==> config.mk <==
export PLATFORM = sky130hd
export DESIGN_NAME = irqc_top
export DESIGN_NICKNAME = d
export VERILOG_FILES = /design/src/rtl/irqc_pkg.sv /design/src/rtl/irqc_decode.sv /design/src/rtl/irqc_lines.sv /design/src/rtl/irqc_stats.sv /design/src/rtl/irqc_rdport.sv /design/src/rtl/irqc_top.sv
export SDC_FILE = /design/constraint.sdc
export NUM_CORES = 2
export LEC_CHECK = 0
export CAP_MARGIN = 25
export CORE_MARGIN = 5
export CORE_UTILIZATION = 55
export CTS_CLUSTER_DIAMETER = 40
export DETAILED_ROUTE_END_ITERATION = 8
export DONT_BUFFER_PORTS = 1
export MAX_ROUTING_LAYER = met4
export PLACE_DENSITY = 0.67
export SLEW_MARGIN = 30
export SYNTH_ARGS = -nofsm -noshare
export SYNTH_HDL_FRONTEND = slang
export SYNTH_SLANG_ARGS = --single-unit
==> constraint.sdc <==
create_clock -name clk -period 49 [get_ports clk]
set_input_delay 2.45 -clock clk [delete_from_list [all_inputs] [get_ports clk]]
set_output_delay 2.45 -clock clk [all_outputs]
set_load 0.005 [all_outputs]
==> src/rtl/irqc_pkg.sv <==
package irqc_pkg;
  localparam int unsigned OFS_COUNT  = 'h00;
  localparam int unsigned OFS_MASK   = 'h04;
  localparam int unsigned OFS_WIPE   = 'h08;
  localparam int unsigned OFS_EN_CLR = 'h0C;
  localparam int unsigned OFS_EN_SET = 'h10;

  typedef enum logic [1:0] {
    WR_NONE   = 2'd0,
    WR_WIPE   = 2'd1,
    WR_EN_CLR = 2'd2,
    WR_EN_SET = 2'd3
  } wr_op_e;

  typedef enum logic [1:0] {
    RD_ZERO  = 2'd0,
    RD_COUNT = 2'd1,
    RD_MASK  = 2'd2
  } rd_sel_e;
endpackage

==> src/rtl/irqc_decode.sv <==
module irqc_decode
  import irqc_pkg::*;
#(
  parameter int ADDR_W = 6
) (
  input  logic              req_valid,
  input  logic              req_write,
  input  logic [ADDR_W-1:0] req_addr,
  output wr_op_e            wr_op,
  output rd_sel_e           rd_sel,
  output logic              rd_req
);
  always_comb begin
    wr_op  = WR_NONE;
    rd_sel = RD_ZERO;
    rd_req = req_valid && !req_write;
    if (req_valid && req_write) begin
      if (req_addr == ADDR_W'(OFS_WIPE))        wr_op = WR_WIPE;
      else if (req_addr == ADDR_W'(OFS_EN_CLR)) wr_op = WR_EN_CLR;
      else if (req_addr == ADDR_W'(OFS_EN_SET)) wr_op = WR_EN_SET;
    end
    if (rd_req) begin
      if (req_addr == ADDR_W'(OFS_COUNT))     rd_sel = RD_COUNT;
      else if (req_addr == ADDR_W'(OFS_MASK)) rd_sel = RD_MASK;
    end
  end
endmodule

==> src/rtl/irqc_lines.sv <==
module irqc_lines
  import irqc_pkg::*;
#(
  parameter int N = 32
) (
  input  logic         clk,
  input  logic         rst_n,
  input  logic [N-1:0] irq_in,
  input  wr_op_e       wr_op,
  input  logic [N-1:0] wbits,
  output logic [N-1:0] pending,
  output logic [N-1:0] enabled,
  output logic [N-1:0] level_q,
  output logic [N-1:0] rise,
  output logic         irq_out
);
  logic [N-1:0] fall, pend_nx, en_nx;
  logic         pend_ld, en_ld, lvl_ld;

  always_comb begin
    rise    = irq_in & ~level_q;
    fall    = ~irq_in & level_q;
    lvl_ld  = |(rise | fall);
    pend_nx = pending;
    if (wr_op == WR_WIPE) pend_nx = '0;
    pend_nx = (pend_nx & ~fall) | rise;
    pend_ld = lvl_ld || (wr_op == WR_WIPE);
    en_nx   = enabled;
    unique case (wr_op)
      WR_WIPE:   en_nx = '0;
      WR_EN_CLR: en_nx = enabled & ~wbits;
      WR_EN_SET: en_nx = enabled | wbits;
      default:   en_nx = enabled;
    endcase
    en_ld   = (wr_op != WR_NONE);
  end

  always_ff @(posedge clk or negedge rst_n) begin
    if (!rst_n) begin
      pending <= '0;
      enabled <= '0;
      level_q <= '0;
    end else begin
      if (pend_ld) pending <= pend_nx;
      if (en_ld)   enabled <= en_nx;
      if (lvl_ld)  level_q <= irq_in;
    end
  end

  assign irq_out = |(pending & enabled);
endmodule

==> src/rtl/irqc_stats.sv <==
module irqc_stats #(
  parameter int N     = 32,
  parameter int CNT_W = 32,
  parameter int SEL_W = $clog2(N)
) (
  input  logic             clk,
  input  logic             rst_n,
  input  logic [N-1:0]     rise,
  input  logic [SEL_W-1:0] sel,
  output logic [CNT_W-1:0] count
);
  logic [CNT_W-1:0] cnt_q [N];

  for (genvar i = 0; i < N; i++) begin : g_line
    logic [CNT_W-1:0] cnt_nx;
    assign cnt_nx = cnt_q[i] + CNT_W'(1);
    always_ff @(posedge clk or negedge rst_n) begin
      if (!rst_n)       cnt_q[i] <= '0;
      else if (rise[i]) cnt_q[i] <= cnt_nx;
    end
  end

  always_comb begin
    count = '0;
    for (int i = 0; i < N; i++)
      if (sel == SEL_W'(i)) count = cnt_q[i];
  end
endmodule

==> src/rtl/irqc_rdport.sv <==
module irqc_rdport
  import irqc_pkg::*;
#(
  parameter int N      = 32,
  parameter int DATA_W = 32,
  parameter int POP_W  = $clog2(N + 1)
) (
  input  logic              clk,
  input  logic              rst_n,
  input  logic              rd_req,
  input  rd_sel_e           rd_sel,
  input  logic [N-1:0]      active,
  output logic [POP_W-1:0]  pop_cnt,
  output logic              rsp_valid,
  output logic [DATA_W-1:0] rsp_rdata
);
  logic [DATA_W-1:0] rdata_nx;

  always_comb begin
    pop_cnt = '0;
    for (int i = 0; i < N; i++) pop_cnt = pop_cnt + POP_W'(active[i]);
    unique case (rd_sel)
      RD_COUNT: rdata_nx = DATA_W'(pop_cnt);
      RD_MASK:  rdata_nx = DATA_W'(active);
      default:  rdata_nx = '0;
    endcase
  end

  always_ff @(posedge clk or negedge rst_n) begin
    if (!rst_n) begin
      rsp_valid <= 1'b0;
      rsp_rdata <= '0;
    end else begin
      rsp_valid <= rd_req;
      if (rd_req) rsp_rdata <= rdata_nx;
    end
  end
endmodule

==> src/rtl/irqc_top.sv <==
module irqc_top
  import irqc_pkg::*;
#(
  parameter int NUM_LINES = 32,
  parameter int DATA_W    = 32,
  parameter int ADDR_W    = 6,
  parameter int CNT_W     = 32
) (
  input  logic                         clk,
  input  logic                         rst_n,
  input  logic [NUM_LINES-1:0]         irq_in,
  input  logic                         req_valid,
  input  logic                         req_write,
  input  logic [ADDR_W-1:0]            req_addr,
  input  logic [DATA_W-1:0]            req_wdata,
  output logic                         rsp_valid,
  output logic [DATA_W-1:0]            rsp_rdata,
  output logic                         irq_out,
  input  logic [$clog2(NUM_LINES)-1:0] dbg_sel,
  output logic [CNT_W-1:0]             dbg_count
);
  localparam int SEL_W = $clog2(NUM_LINES);
  localparam int POP_W = $clog2(NUM_LINES + 1);

  logic [1:0]           rst_sync;
  logic                 rst_int_n;
  wr_op_e               wr_op;
  rd_sel_e              rd_sel;
  logic                 rd_req;
  logic [NUM_LINES-1:0] pending, enabled, level_q, rise;
  logic [POP_W-1:0]     pop_cnt;

  always_ff @(posedge clk or negedge rst_n) begin
    if (!rst_n) rst_sync <= 2'b00;
    else        rst_sync <= {rst_sync[0], 1'b1};
  end
  assign rst_int_n = rst_sync[1];

  irqc_decode #(.ADDR_W(ADDR_W)) u_dec (
    .req_valid(req_valid), .req_write(req_write), .req_addr(req_addr),
    .wr_op(wr_op), .rd_sel(rd_sel), .rd_req(rd_req)
  );

  irqc_lines #(.N(NUM_LINES)) u_lines (
    .clk(clk), .rst_n(rst_int_n), .irq_in(irq_in), .wr_op(wr_op),
    .wbits(req_wdata[NUM_LINES-1:0]), .pending(pending), .enabled(enabled),
    .level_q(level_q), .rise(rise), .irq_out(irq_out)
  );

  irqc_stats #(.N(NUM_LINES), .CNT_W(CNT_W), .SEL_W(SEL_W)) u_stats (
    .clk(clk), .rst_n(rst_int_n), .rise(rise), .sel(dbg_sel), .count(dbg_count)
  );

  irqc_rdport #(.N(NUM_LINES), .DATA_W(DATA_W), .POP_W(POP_W)) u_rd (
    .clk(clk), .rst_n(rst_int_n), .rd_req(rd_req), .rd_sel(rd_sel),
    .active(pending & enabled), .pop_cnt(pop_cnt),
    .rsp_valid(rsp_valid), .rsp_rdata(rsp_rdata)
  );
endmodule

==> impl_results.html <==
<table>
<tr><th>Metric</th><th>Value</th></tr>
<tr><th colspan="2">Final layout</th></tr>
<tr><td>FF+latch area</td><td>0.0289 mm^2</td></tr>
<tr><td>Area of all placed cells without fillers</td><td>0.0680 mm^2</td></tr>
<tr><td>Final cell count without fillers</td><td>7674</td></tr>
<tr><td>Fill cell total of the finished layout</td><td>9262</td></tr>
<tr><td>Layout area overhead</td><td>11.8%</td></tr>
<tr><td>Multi-input combinational cell area</td><td>0.0301 mm^2</td></tr>
<tr><td>Share of cells above drive strength 1</td><td>8.25%</td></tr>
<tr><td>Layout Nets</td><td>6252</td></tr>
<tr><td>Post-Route Utilization</td><td>61.7%</td></tr>
<tr><th colspan="2">Power and ir drop</th></tr>
<tr><td>Ratio of total power to cell area</td><td>39.7 mW/mm^2</td></tr>
<tr><td>Peak supply drop</td><td>0.0000347 V</td></tr>
<tr><td>Leakage power</td><td>30.4 nW</td></tr>
<tr><td>Power after layout</td><td>2.70 mW</td></tr>
<tr><th colspan="2">Run</th></tr>
<tr><td>Number of max-cap violations</td><td>0</td></tr>
<tr><th colspan="2">Timing</th></tr>
<tr><td>Number of slew-limit violations in the final report</td><td>0</td></tr>
<tr><td>Fin crit period</td><td>8860 ps</td></tr>
<tr><td>Number of hold violations in the final report</td><td>0</td></tr>
<tr><td>Max Freq</td><td>113 MHz</td></tr>
<tr><td>Crit share post-route</td><td>18.1%</td></tr>
<tr><td>Setup slack of the critical path after layout</td><td>40140 ps</td></tr>
<tr><td>Final setup violating endpoints</td><td>0</td></tr>
<tr><td>Setup repair after global routing missed its margin</td><td>no</td></tr>
<tr><td>Clock Skew</td><td>23.6 ps</td></tr>
<tr><td>Aggregate negative setup slack</td><td>0 ps</td></tr>
<tr><td>Measured slew at the worst slew-check pin</td><td>1150 ps</td></tr>
<tr><td>Final hold slack</td><td>359 ps</td></tr>
<tr><td>Worst slew margin</td><td>21.0%</td></tr>
<tr><th colspan="2">Floorplan</th></tr>
<tr><td>Die Outline Area</td><td>0.117 mm^2</td></tr>
<tr><td>Placeable Area</td><td>0.110 mm^2</td></tr>
<tr><td>Horizontal die dimension</td><td>342 um</td></tr>
<tr><td>Initial standard-cell utilization of the core</td><td>55.2%</td></tr>
<tr><td>Height of the die</td><td>342 um</td></tr>
<tr><td>Number of rows created at floorplan</td><td>122</td></tr>
<tr><td>Number of top-level pins</td><td>145</td></tr>
<tr><th colspan="2">Clocking</th></tr>
<tr><td># hold bufs at CTS</td><td>0</td></tr>
<tr><td>Cts bufs inserted</td><td>171</td></tr>
<tr><td>Clock transition at the register clock pins on the worst setup and hold paths after CTS</td><td>60 ps</td></tr>
<tr><td>Clock tree root driver cell</td><td>clkbuf_16</td></tr>
<tr><td>Clock sinks</td><td>1155</td></tr>
<tr><td>Number of post-CTS setup repair buffers</td><td>0</td></tr>
<tr><td>Post-cts gate resize count</td><td>0</td></tr>
<tr><td>Clock latency of the later-clocked register in the worst-skew pair</td><td>780 ps</td></tr>
<tr><td>CTS tree</td><td>done</td></tr>
<tr><td>Depth of the CTS H-tree</td><td>4</td></tr>
<tr><td>Clock Tree Buf Depth</td><td>3</td></tr>
<tr><th colspan="2">Synth</th></tr>
<tr><td>Area share of the largest cell type after synthesis</td><td>47.5%</td></tr>
<tr><td>Count of distinct cell types in the synthesized netlist</td><td>106</td></tr>
<tr><td>Gate count after technology mapping</td><td>6035</td></tr>
<tr><td>Proportion of synthesized flip-flops having asynchronous set or reset</td><td>100%</td></tr>
<tr><td>Top cells by area in the synthesized netlist</td><td>dfrtp_1 (48%), xnor2_1 (10%), nand2_1 (4.0%)</td></tr>
<tr><td>Dominant cell type by area after synthesis</td><td>dfrtp_1</td></tr>
<tr><td>Net count after synthesis</td><td>6245</td></tr>
<tr><td>Cell area after synthesis</td><td>0.0608 mm^2</td></tr>
<tr><td>Dominant synthesized flop cell</td><td>dfrtp_1</td></tr>
<tr><td>Leading cell types by count after synthesis</td><td>dfrtp_1 (1155), xnor2_1 (726), nand2_1 (645)</td></tr>
<tr><td>Count of warnings emitted by yosys</td><td>0</td></tr>
<tr><td>Number of synthesized register bits</td><td>1155</td></tr>
<tr><td>EDFF count, synth</td><td>0</td></tr>
<tr><td>Most frequent cell after synthesis</td><td>dfrtp_1</td></tr>
<tr><td>Mean cell area of the mapped netlist</td><td>10.1 um^2</td></tr>
<tr><td>Register area share after synthesis</td><td>47.5%</td></tr>
<tr><th colspan="2">Detailed routing</th></tr>
<tr><td>Vias after detailed routing</td><td>49800</td></tr>
<tr><td>Via-per-instance ratio</td><td>6.49</td></tr>
<tr><td>Length of the first detailed-routing pass in iterations</td><td>9</td></tr>
<tr><td>Mean routed wirelength per cell</td><td>29.8 um</td></tr>
<tr><td>Residual DRC</td><td>0</td></tr>
<tr><td>Drt total wl</td><td>228 mm</td></tr>
<tr><td>Number of design-rule violations left by the first detailed-router iteration</td><td>7149</td></tr>
<tr><td>Final ANT Viol Nets</td><td>0</td></tr>
<tr><th colspan="2">Outcome</th></tr>
<tr><td>Outcome</td><td>finished clean</td></tr>
<tr><th colspan="2">Place</th></tr>
<tr><td># port buffers</td><td>0</td></tr>
<tr><td>Worst setup slack after placement</td><td>40660 ps</td></tr>
<tr><td>Final HPWL DP</td><td>170 mm</td></tr>
<tr><td>GP Congestion</td><td>1.06</td></tr>
<tr><td>DP Area</td><td>0.0620 mm^2</td></tr>
<tr><td>Number of instances in the placed design</td><td>7356</td></tr>
<tr><th colspan="2">Critical path</th></tr>
<tr><td>Nature of the critical path startpoint</td><td>input port</td></tr>
<tr><td>Critical path arrival</td><td>6410 ps</td></tr>
<tr><td>Endpoint kind of the worst setup timing path</td><td>output pin</td></tr>
<tr><td>Classification of the worst setup path</td><td>input port to output pin</td></tr>
<tr><td>CP required</td><td>46550 ps</td></tr>
<tr><td>Crit-path max FO</td><td>155</td></tr>
<tr><th colspan="2">GRT</th></tr>
<tr><td>Number of antenna violations at the first check in global routing</td><td>9</td></tr>
<tr><td>Wire length of the first global-routing pass</td><td>333 mm</td></tr>
<tr><td>Pin count of the biggest net entering global routing</td><td>260</td></tr>
<tr><td>Overall Global Routing Usage</td><td>39.7%</td></tr>
<tr><td>Number of global-route vias before repair</td><td>47900</td></tr>
<tr><td>Global route overflow</td><td>0</td></tr>
<tr><th colspan="2">Hold path</th></tr>
<tr><td>Hold crit path type</td><td>register to async pin</td></tr>
</table>
[cells by family (layout without fill, tap and decap cells)]
logic type	Yosys count	count (layout)	share of synthesized area (%)
other	1	7	0.00617
buffers and inverters	403	548	3.11
adder cells (fa/ha/maj)	131	131	2.99
flip-flops	1155	1155	47.5
AO/OA/AOI/OAI	1036	1036	11.2
multiplexers	144	144	2.83
XOR/XNOR	995	995	14.3
AND/OR/NAND/NOR	2170	2170	18.0
[path summary, 6_finish.rpt]
check	slack [ps]	from	end	cells after the start
max in group asynchronous	45950	rst_sync[1]	u_stats.cnt_q[345]	3
min in group clk	360	rst_sync[0]	rst_sync[1]	0
worst max-delay path	40140	dbg_sel[1]	dbg_count[29]	8
worst min register to register	360	rst_sync[1]	u_stats.cnt_q[988]	0
worst max register to register	43460	u_lines.pending[1]	u_rd.rsp_rdata[4]	16
worst min-delay path	360	rst_sync[1]	u_stats.cnt_q[988]	0
[sequential cells by signal (all words and copies together), names as in the netlist]
| register | flops |
|---|---|
| u_stats.cnt_q | 1024 |
| u_lines.enabled | 32 |
| u_lines.level_q | 32 |
| u_lines.pending | 32 |
| u_rd.rsp_rdata | 32 |
| rst_sync | 2 |
| u_rd.rsp_valid | 1 |
[area by class of cell]
type / instances / area share (%)
multi-input cells: 4477 / 44.3
clock buffers: 211 / 6.86
well taps: 1488 / 2.74
diodes: 6 / 0.0221
inverters: 164 / 0.906
flip-flops and latches: 1155 / 42.5
clock inverters: 100 / 1.76
repair buffers: 73 / 0.910
[critical path: stages]
cell and delay, ps:
inv_2 640, buf_4 720, nand3_1 770, a21oi_1 350
nor2_1 80, a221o_1 410, a221oi_2 500, o22ai_1 190
[metal layers]
metal	wire, um	track usage [%]	part of all wire, %	vias to the layer above
li1	-	-	-	21400
met1	93000	53.4	41	25000
met2	97300	56.7	43	2710
met3	24800	10.7	11	599
met4	13200	17.8	5.8	0
met5	0	-	0	-
[cells in the final DEF, fill, tap and decap left out, types with 173 or more instances in the layout]
master and count:
xnor2_1 726, clkbuf_16 173, xor2_1 269, and3_1 197
o21ai_0 238, dfrtp_1 1154, nand3_1 328, nor2_1 367
a21oi_1 242, nand4_1 232, nand2_1 644
[report_power, final]
group	total (mW)	switching, mW	internal [mW]	leakage, nW
registers	1.16	0.129	1.03	15.5
clock network	1.25	0.482	0.768	2.83
logic	0.283	0.165	0.118	12.1
total	2.70	0.776	1.92	30.4
No activity file was read; power rests on OpenSTA's default activity.
